## src/rtl/adc_tmr_pkg.sv

```systemverilog
package adc_tmr_pkg;
  localparam int CNT_W = 10;

  typedef enum logic [2:0] {
    ST_DOWN, ST_READY, ST_WARM, ST_TRACK, ST_SETTLE, ST_XFER
  } phase_e;

  // non-linear startup map: three linear segments
  function automatic logic [CNT_W-1:0] startup_ticks(input logic [3:0] code);
    if (code[3])      return {1'b1, code[2:0], 6'd0};
    else if (code[2]) return CNT_W'(64) + {4'd0, code[1:0], 4'd0};
    else              return {5'd0, code[1:0], 3'd0};
  endfunction
endpackage

```

## src/rtl/adc_tmr_div.sv

```systemverilog
module adc_tmr_div #(
  parameter int PRESC_W = 8
) (
  input  logic               clk_i,
  input  logic               rst_ni,
  input  logic               clr_i,
  input  logic [PRESC_W-1:0] prescale_i,
  output logic               tick_o
);
  localparam int DIV_W = PRESC_W + 1;

  logic [DIV_W-1:0] div_q;
  logic [DIV_W-1:0] limit;

  assign limit  = {prescale_i, 1'b1};
  assign tick_o = (div_q >= limit);

  always_ff @(posedge clk_i or negedge rst_ni) begin
    if (!rst_ni)               div_q <= '0;
    else if (clr_i || tick_o)  div_q <= '0;
    else                       div_q <= div_q + DIV_W'(1);
  end
endmodule

```

## src/rtl/adc_tmr_req.sv

```systemverilog
module adc_tmr_req (
  input  logic clk_i,
  input  logic rst_ni,
  input  logic soft_rst_i,
  input  logic trig_sel_hw_i,
  input  logic sw_start_i,
  input  logic hw_trig_i,
  input  logic free_run_i,
  input  logic sleep_i,
  output logic req_o
);
  logic hw_prev_q;
  logic hw_edge;
  logic one_shot;

  always_ff @(posedge clk_i or negedge rst_ni) begin
    if (!rst_ni)         hw_prev_q <= 1'b0;
    else if (soft_rst_i) hw_prev_q <= 1'b0;
    else                 hw_prev_q <= hw_trig_i;
  end

  assign hw_edge  = hw_trig_i & ~hw_prev_q;
  assign one_shot = trig_sel_hw_i ? hw_edge : sw_start_i;
  // free-run is barred in sleep mode
  assign req_o    = one_shot | (free_run_i & ~sleep_i);
endmodule

```

## src/rtl/adc_tmr_fsm.sv

```systemverilog
module adc_tmr_fsm
  import adc_tmr_pkg::*;
#(
  parameter int TRACK_W  = 4,
  parameter int SETTLE_W = 2,
  parameter int XFER_W   = 2
) (
  input  logic                clk_i,
  input  logic                rst_ni,
  input  logic                soft_rst_i,
  input  logic                tick_i,
  input  logic                req_i,
  input  logic                sleep_i,
  input  logic [3:0]          startup_code_i,
  input  logic [TRACK_W-1:0]  track_i,
  input  logic [SETTLE_W-1:0] settle_i,
  input  logic [XFER_W-1:0]   xfer_i,
  output phase_e              state_o,
  output logic                launch_o,
  output logic                eoc_o
);
  phase_e           state_q, state_d;
  logic [CNT_W-1:0] ph_q, ph_d, len, su_len;
  logic             pend_q, pend_d, eoc_d, last;

  always_comb begin
    su_len = startup_ticks(startup_code_i);
    case (state_q)
      ST_WARM:   len = su_len;
      ST_TRACK:  len = (track_i == '0) ? CNT_W'(1) : CNT_W'(track_i);
      ST_SETTLE: len = CNT_W'(settle_i) + CNT_W'(1);
      ST_XFER:   len = CNT_W'({xfer_i, 1'b1}) + CNT_W'(2);
      default:   len = CNT_W'(1);
    endcase
    last = tick_i && (ph_q >= len - CNT_W'(1));
  end

  always_comb begin
    state_d  = state_q;
    ph_d     = ph_q;
    pend_d   = pend_q;
    eoc_d    = 1'b0;
    launch_o = 1'b0;
    case (state_q)
      ST_DOWN, ST_READY: begin
        if (req_i) begin
          launch_o = 1'b1;
          ph_d     = '0;
          pend_d   = 1'b0;
          state_d  = (state_q == ST_DOWN && su_len != '0) ? ST_WARM : ST_TRACK;
        end else if (state_q == ST_READY && sleep_i) begin
          state_d = ST_DOWN;
        end
      end
      default: begin
        if (req_i)  pend_d = 1'b1;
        if (tick_i) ph_d = ph_q + CNT_W'(1);
        if (last) begin
          ph_d = '0;
          case (state_q)
            ST_WARM:   state_d = ST_TRACK;
            ST_TRACK:  state_d = ST_SETTLE;
            ST_SETTLE: state_d = ST_XFER;
            default: begin
              eoc_d   = 1'b1;
              pend_d  = 1'b0;
              if (pend_q || req_i) state_d = ST_TRACK;
              else                 state_d = sleep_i ? ST_DOWN : ST_READY;
            end
          endcase
        end
      end
    endcase
  end

  always_ff @(posedge clk_i or negedge rst_ni) begin
    if (!rst_ni) begin
      state_q <= ST_DOWN;
      ph_q    <= '0;
      pend_q  <= 1'b0;
      eoc_o   <= 1'b0;
    end else if (soft_rst_i) begin
      state_q <= ST_DOWN;
      ph_q    <= '0;
      pend_q  <= 1'b0;
      eoc_o   <= 1'b0;
    end else begin
      state_q <= state_d;
      ph_q    <= ph_d;
      pend_q  <= pend_d;
      eoc_o   <= eoc_d;
    end
  end

  assign state_o = state_q;
endmodule

```

## src/rtl/adc_conv_timer.sv

```systemverilog
module adc_conv_timer
  import adc_tmr_pkg::*;
#(
  parameter int PRESC_W  = 8,
  parameter int TRACK_W  = 4,
  parameter int SETTLE_W = 2,
  parameter int XFER_W   = 2
) (
  input  logic                clk_i,
  input  logic                rst_ni,
  input  logic                soft_rst_i,
  input  logic [PRESC_W-1:0]  prescale_i,
  input  logic [3:0]          startup_code_i,
  input  logic [TRACK_W-1:0]  track_i,
  input  logic [SETTLE_W-1:0] settle_i,
  input  logic [XFER_W-1:0]   xfer_i,
  input  logic                sleep_i,
  input  logic                fast_wake_i,
  input  logic                trig_sel_hw_i,
  input  logic                sw_start_i,
  input  logic                hw_trig_i,
  input  logic                free_run_i,
  output logic                conv_tick_o,
  output logic                startup_o,
  output logic                track_o,
  output logic                settle_o,
  output logic                xfer_o,
  output logic                core_pwr_o,
  output logic                ref_pwr_o,
  output logic                eoc_o
);
  phase_e state;
  logic   tick, req, launch;

  adc_tmr_div #(.PRESC_W(PRESC_W)) u_div (
    .clk_i      (clk_i),
    .rst_ni     (rst_ni),
    .clr_i      (launch | soft_rst_i),
    .prescale_i (prescale_i),
    .tick_o     (tick)
  );

  adc_tmr_req u_req (
    .clk_i         (clk_i),
    .rst_ni        (rst_ni),
    .soft_rst_i    (soft_rst_i),
    .trig_sel_hw_i (trig_sel_hw_i),
    .sw_start_i    (sw_start_i),
    .hw_trig_i     (hw_trig_i),
    .free_run_i    (free_run_i),
    .sleep_i       (sleep_i),
    .req_o         (req)
  );

  adc_tmr_fsm #(
    .TRACK_W  (TRACK_W),
    .SETTLE_W (SETTLE_W),
    .XFER_W   (XFER_W)
  ) u_fsm (
    .clk_i          (clk_i),
    .rst_ni         (rst_ni),
    .soft_rst_i     (soft_rst_i),
    .tick_i         (tick),
    .req_i          (req),
    .sleep_i        (sleep_i),
    .startup_code_i (startup_code_i),
    .track_i        (track_i),
    .settle_i       (settle_i),
    .xfer_i         (xfer_i),
    .state_o        (state),
    .launch_o       (launch),
    .eoc_o          (eoc_o)
  );

  assign conv_tick_o = tick;
  assign startup_o   = (state == ST_WARM);
  assign track_o     = (state == ST_TRACK);
  assign settle_o    = (state == ST_SETTLE);
  assign xfer_o      = (state == ST_XFER);
  assign core_pwr_o  = (state != ST_DOWN);
  assign ref_pwr_o   = core_pwr_o | fast_wake_i;
endmodule

```

## config.mk

```make
export PLATFORM = sky130hd
export DESIGN_NAME = adc_conv_timer
export DESIGN_NICKNAME = d
export VERILOG_FILES = /design/src/rtl/adc_tmr_pkg.sv /design/src/rtl/adc_tmr_div.sv /design/src/rtl/adc_tmr_req.sv /design/src/rtl/adc_tmr_fsm.sv /design/src/rtl/adc_conv_timer.sv
export SDC_FILE = /design/constraint.sdc
export NUM_CORES = 1
export LEC_CHECK = 0
export ABC_CLOCK_PERIOD_IN_PS = 10350
export BUFFER_PORTS_ARGS = -buffer_cell sky130_fd_sc_hd__buf_4
export CAP_MARGIN = 20
export CORE_ASPECT_RATIO = 1.4
export CORE_MARGIN = 2
export CORE_UTILIZATION = 60
export CTS_CLUSTER_DIAMETER = 80
export DETAILED_ROUTE_END_ITERATION = 10
export PLACE_DENSITY = 0.9
export SETUP_SLACK_MARGIN = 0.15
export SLEW_MARGIN = 25
export SYNTH_ARGS = -nofsm -noshare
export SYNTH_HDL_FRONTEND = slang
export SYNTH_HIERARCHICAL = 1
export SYNTH_SLANG_ARGS = --single-unit
```

## constraint.sdc

```tcl
create_clock -name clk_i -period 10.35 [get_ports clk_i]
set_clock_uncertainty 0.1 [all_clocks]
set_input_delay 3.105 -clock clk_i [delete_from_list [all_inputs] [get_ports clk_i]]
set_output_delay 3.105 -clock clk_i [all_outputs]
set_load 0.01 [all_outputs]
```

==> metrics.cfg <==
[route]
drtIter0Drc = 54
vias = 2071
vias_per_cell = 6.257
drtPass1Iterations = 4
wl_per_cell_um = 15.15
drc_errors = 0
ant_nets = 0
wl_um = 5013

[yosys]
ys.flop_type = dfrtp_1
syn_area_um2 = 2253
synth_cells = 258
yosys.area.top_type = dfrtp_1
synth-seq-area-share_pct = 27.76
ys_async_sr_fraction_pct = 100.0
netlist.area_leader.share_pct = 27.76
synth.net_count = 310
yosysWarnings = 6
synth_area_leaders = dfrtp_1, ha_1, nor2_1
syn_area_per_cell_um2 = 8.734
synth_edf_count = 0
yosys.cell_types.count = 64
synth-seq-cells = 25

[clocking]
cts_tree = yes
clkTransAtPathRegs_ns = 0.08
cts_resized = 0
numCtsBuffers = 3
hold_buffers = 0
htree_levels = 1
cts_sinks = 25
clk_latency_ns = 0.26
cts_root_buf = clkbuf_8
post_cts.repair.setup_buffers = 0
cts.path.max_buffers = 2

[placed_design]
io_buffers = 36
routabilityCongestion = 0.9032
dp_cells = 327
dpl.hpwl_um = 3941

[sta]
setup_viol = 0
finalCriticalPeriod_ns = 7.412
relSlewSlack_pct = 54.56
max_clock_freq_ghz = 0.1349
drv_slew = 0
rsz0062_at_grt = false
tightest_slew_ns = 0.6817
fin_tns_setup_ns = 0
finalCritPeriodShare_pct = 71.61
hold_violations = 0

[power]
p_total_w = 0.0004137
power_frac_clock_pct = 13.6
power_frac_comb_pct = 54.3
vdd_drop_max_mv = 0.1324
internal_power_w = 0.0002366
power_density_nw_per_um2 = 161.8
switchingPower_w = 0.0001771
p_leak_nw = 1.198
seqPwrFrac_pct = 32.1
p_sw_share_pct = 42.82

[cells_and_area]
final_cell_mix = buf_4, nor2_1, dfrtp_1
final_common_cell = buf_4
drive_gt1_share_pct = 20.07
diodes = 0
area_delta_synth_final_pct = 13.44
stdcell_count = 331
fin_nets = 342

[run]
maxCapViolCount = 0

[floorplan]
dieArea_um2 = 4269
core-area_um2 = 3611
design.portCount = 37
fp.dieW_um = 55.80
initial_core_util_pct = 62.40
std_cell_rows = 26
die_h_um = 76.51

[global_routing]
track_usage_pct = 24.34
antenna_found_initial = 0
grt_pass1_vias = 1985
grt_overflow = 0
grt_max_degree = 28
grt_pass1_wl_um = 8528

[min_path]
hp-class = reg2reg

[outcome]
status = complete, no violations

[worst_setup_path]
critical_path.max_stage_delay_ns = 0.31
crit_slowest_cell = ha_1
crit_type = in2out
worstPathRequired_ns = 7.15
cp_max_fo = 6
crit_chain = buf_4 > inv_1 > ha_1 > a21oi_1 > o21ai_0 > a21o_2 > buf_4
worst_path_most_repeated_cell = buf_4
end_kind = output pin
start_kind = input port
crit_arrival_ns = 4.21

-- kinds of logic (layout without fill, tap and decap cells) --
kind of cell	after synthesis	in the layout	share of synthesized area (%)
AO/OA/AOI/OAI	69	69	21.04
multiplexers	3	3	2.166
adder cells (fa/ha/maj)	23	23	12.77
XOR/XNOR	12	12	4.664
buffers and inverters	28	59	6.052
AND/OR/NAND/NOR	98	98	25.54
flip-flops	25	25	27.76
-- critical path, delay by kind of cell --
kind                     cells  cell delay, ns
AO/OA/AOI/OAI                3            0.53
buffers and inverters        3            0.26
adder cells (fa/ha/maj)      1            0.31
-- final timing paths --
check / startpoint / end / slack (ns) / depth (start not counted)
max in group asynchronous: rst_ni / u_fsm/ph_q[9] / 7.28 / 1
min in group asynchronous: rst_ni / u_fsm/state_o[1] / 2.62 / 1
max: prescale_i[7] / conv_tick_o / 2.94 / 7
min: u_div/div_q[0] / u_div/div_q[0] / 0.39 / 1
min reg2reg: u_div/div_q[0] / u_div/div_q[0] / 0.39 / 1
max reg2reg: u_fsm/state_o[0] / u_fsm/state_o[0] / 5.85 / 13
-- sequential cells by signal, summed over array words and instances (netlist names) --
register	count
u_fsm/state_o	3
u_fsm/ph_q	10
u_req/hw_prev_q	1
u_fsm/eoc_o	1
u_fsm/pend_q	1
u_div/div_q	9
-- metal layers --
| layer | global-route usage, % | part of all wire [%] | routed length (um) |
|---|---|---|---|
| met2 | 45.95 | 55 | 2735 |
| met3 | 1.019 | 2.8 | 142 |
| met1 | 27.09 | 40 | 1993 |
| met5 | 0 | 0 | 0 |
| met4 | 11.95 | 2.8 | 142 |
-- per-stage QoR --
stage | util (%) | hold WS, ns | worst slack, ns | cell area, um^2
2_1_floorplan | - | 0.3497 | 3.225 | 2253
3_3_place_gp | 69.54 | 0.3868 | 2.992 | 2511
3_5_place_dp | 69.54 | 0.3849 | 2.934 | 2511
4_1_cts | 70.79 | 0.3996 | 2.939 | 2556
5_1_grt | 70.79 | 0.4269 | 2.838 | 2556
6_report | 70.79 | 0.3902 | 2.938 | 2556
-- synthesized netlist by cell type, drive strengths merged (2+ instances only) --
cell type	n
nand4	6
nor3b	3
or4	2
o21ai	19
nor3	2
mux2	2
a2111oi	2
ha	23
a21oi	17
nand3	12
nor4b	2
buf	8
a211o	4
and3	5
or2	2
o221ai	2
nand2b	3
a31oi	2
o21a	2
nand2	12
xnor2	4
xor2	8
dfrtp	25
and3b	2
a211oi	4
nor2	26
a21o	2
a31o	3
nand4b	4
inv	19
a22o	6
nor2b	7
-- power by group through the flow --
stage                     logic, W  registers [W]  clock network, W
after floorplan           0.000181       0.000120                 0
after global placement    0.000210       0.000134                 0
after detailed placement  0.000222       0.000134                 0
after CTS                 0.000224       0.000132         0.0000582
after global routing      0.000248       0.000136         0.0000624
final                     0.000224       0.000133         0.0000564
-- final cells by class --
type,instances,area (um^2)
Fill cell,311,1055
Multi-Input combinational cell,205,1491
Timing Repair Buffer,36,270.3
Inverter,19,71.32
Clock buffer,4,45.04
Sequential cell,25,625.6
Tap cell,42,52.55
(Power assumes the default switching activity.)
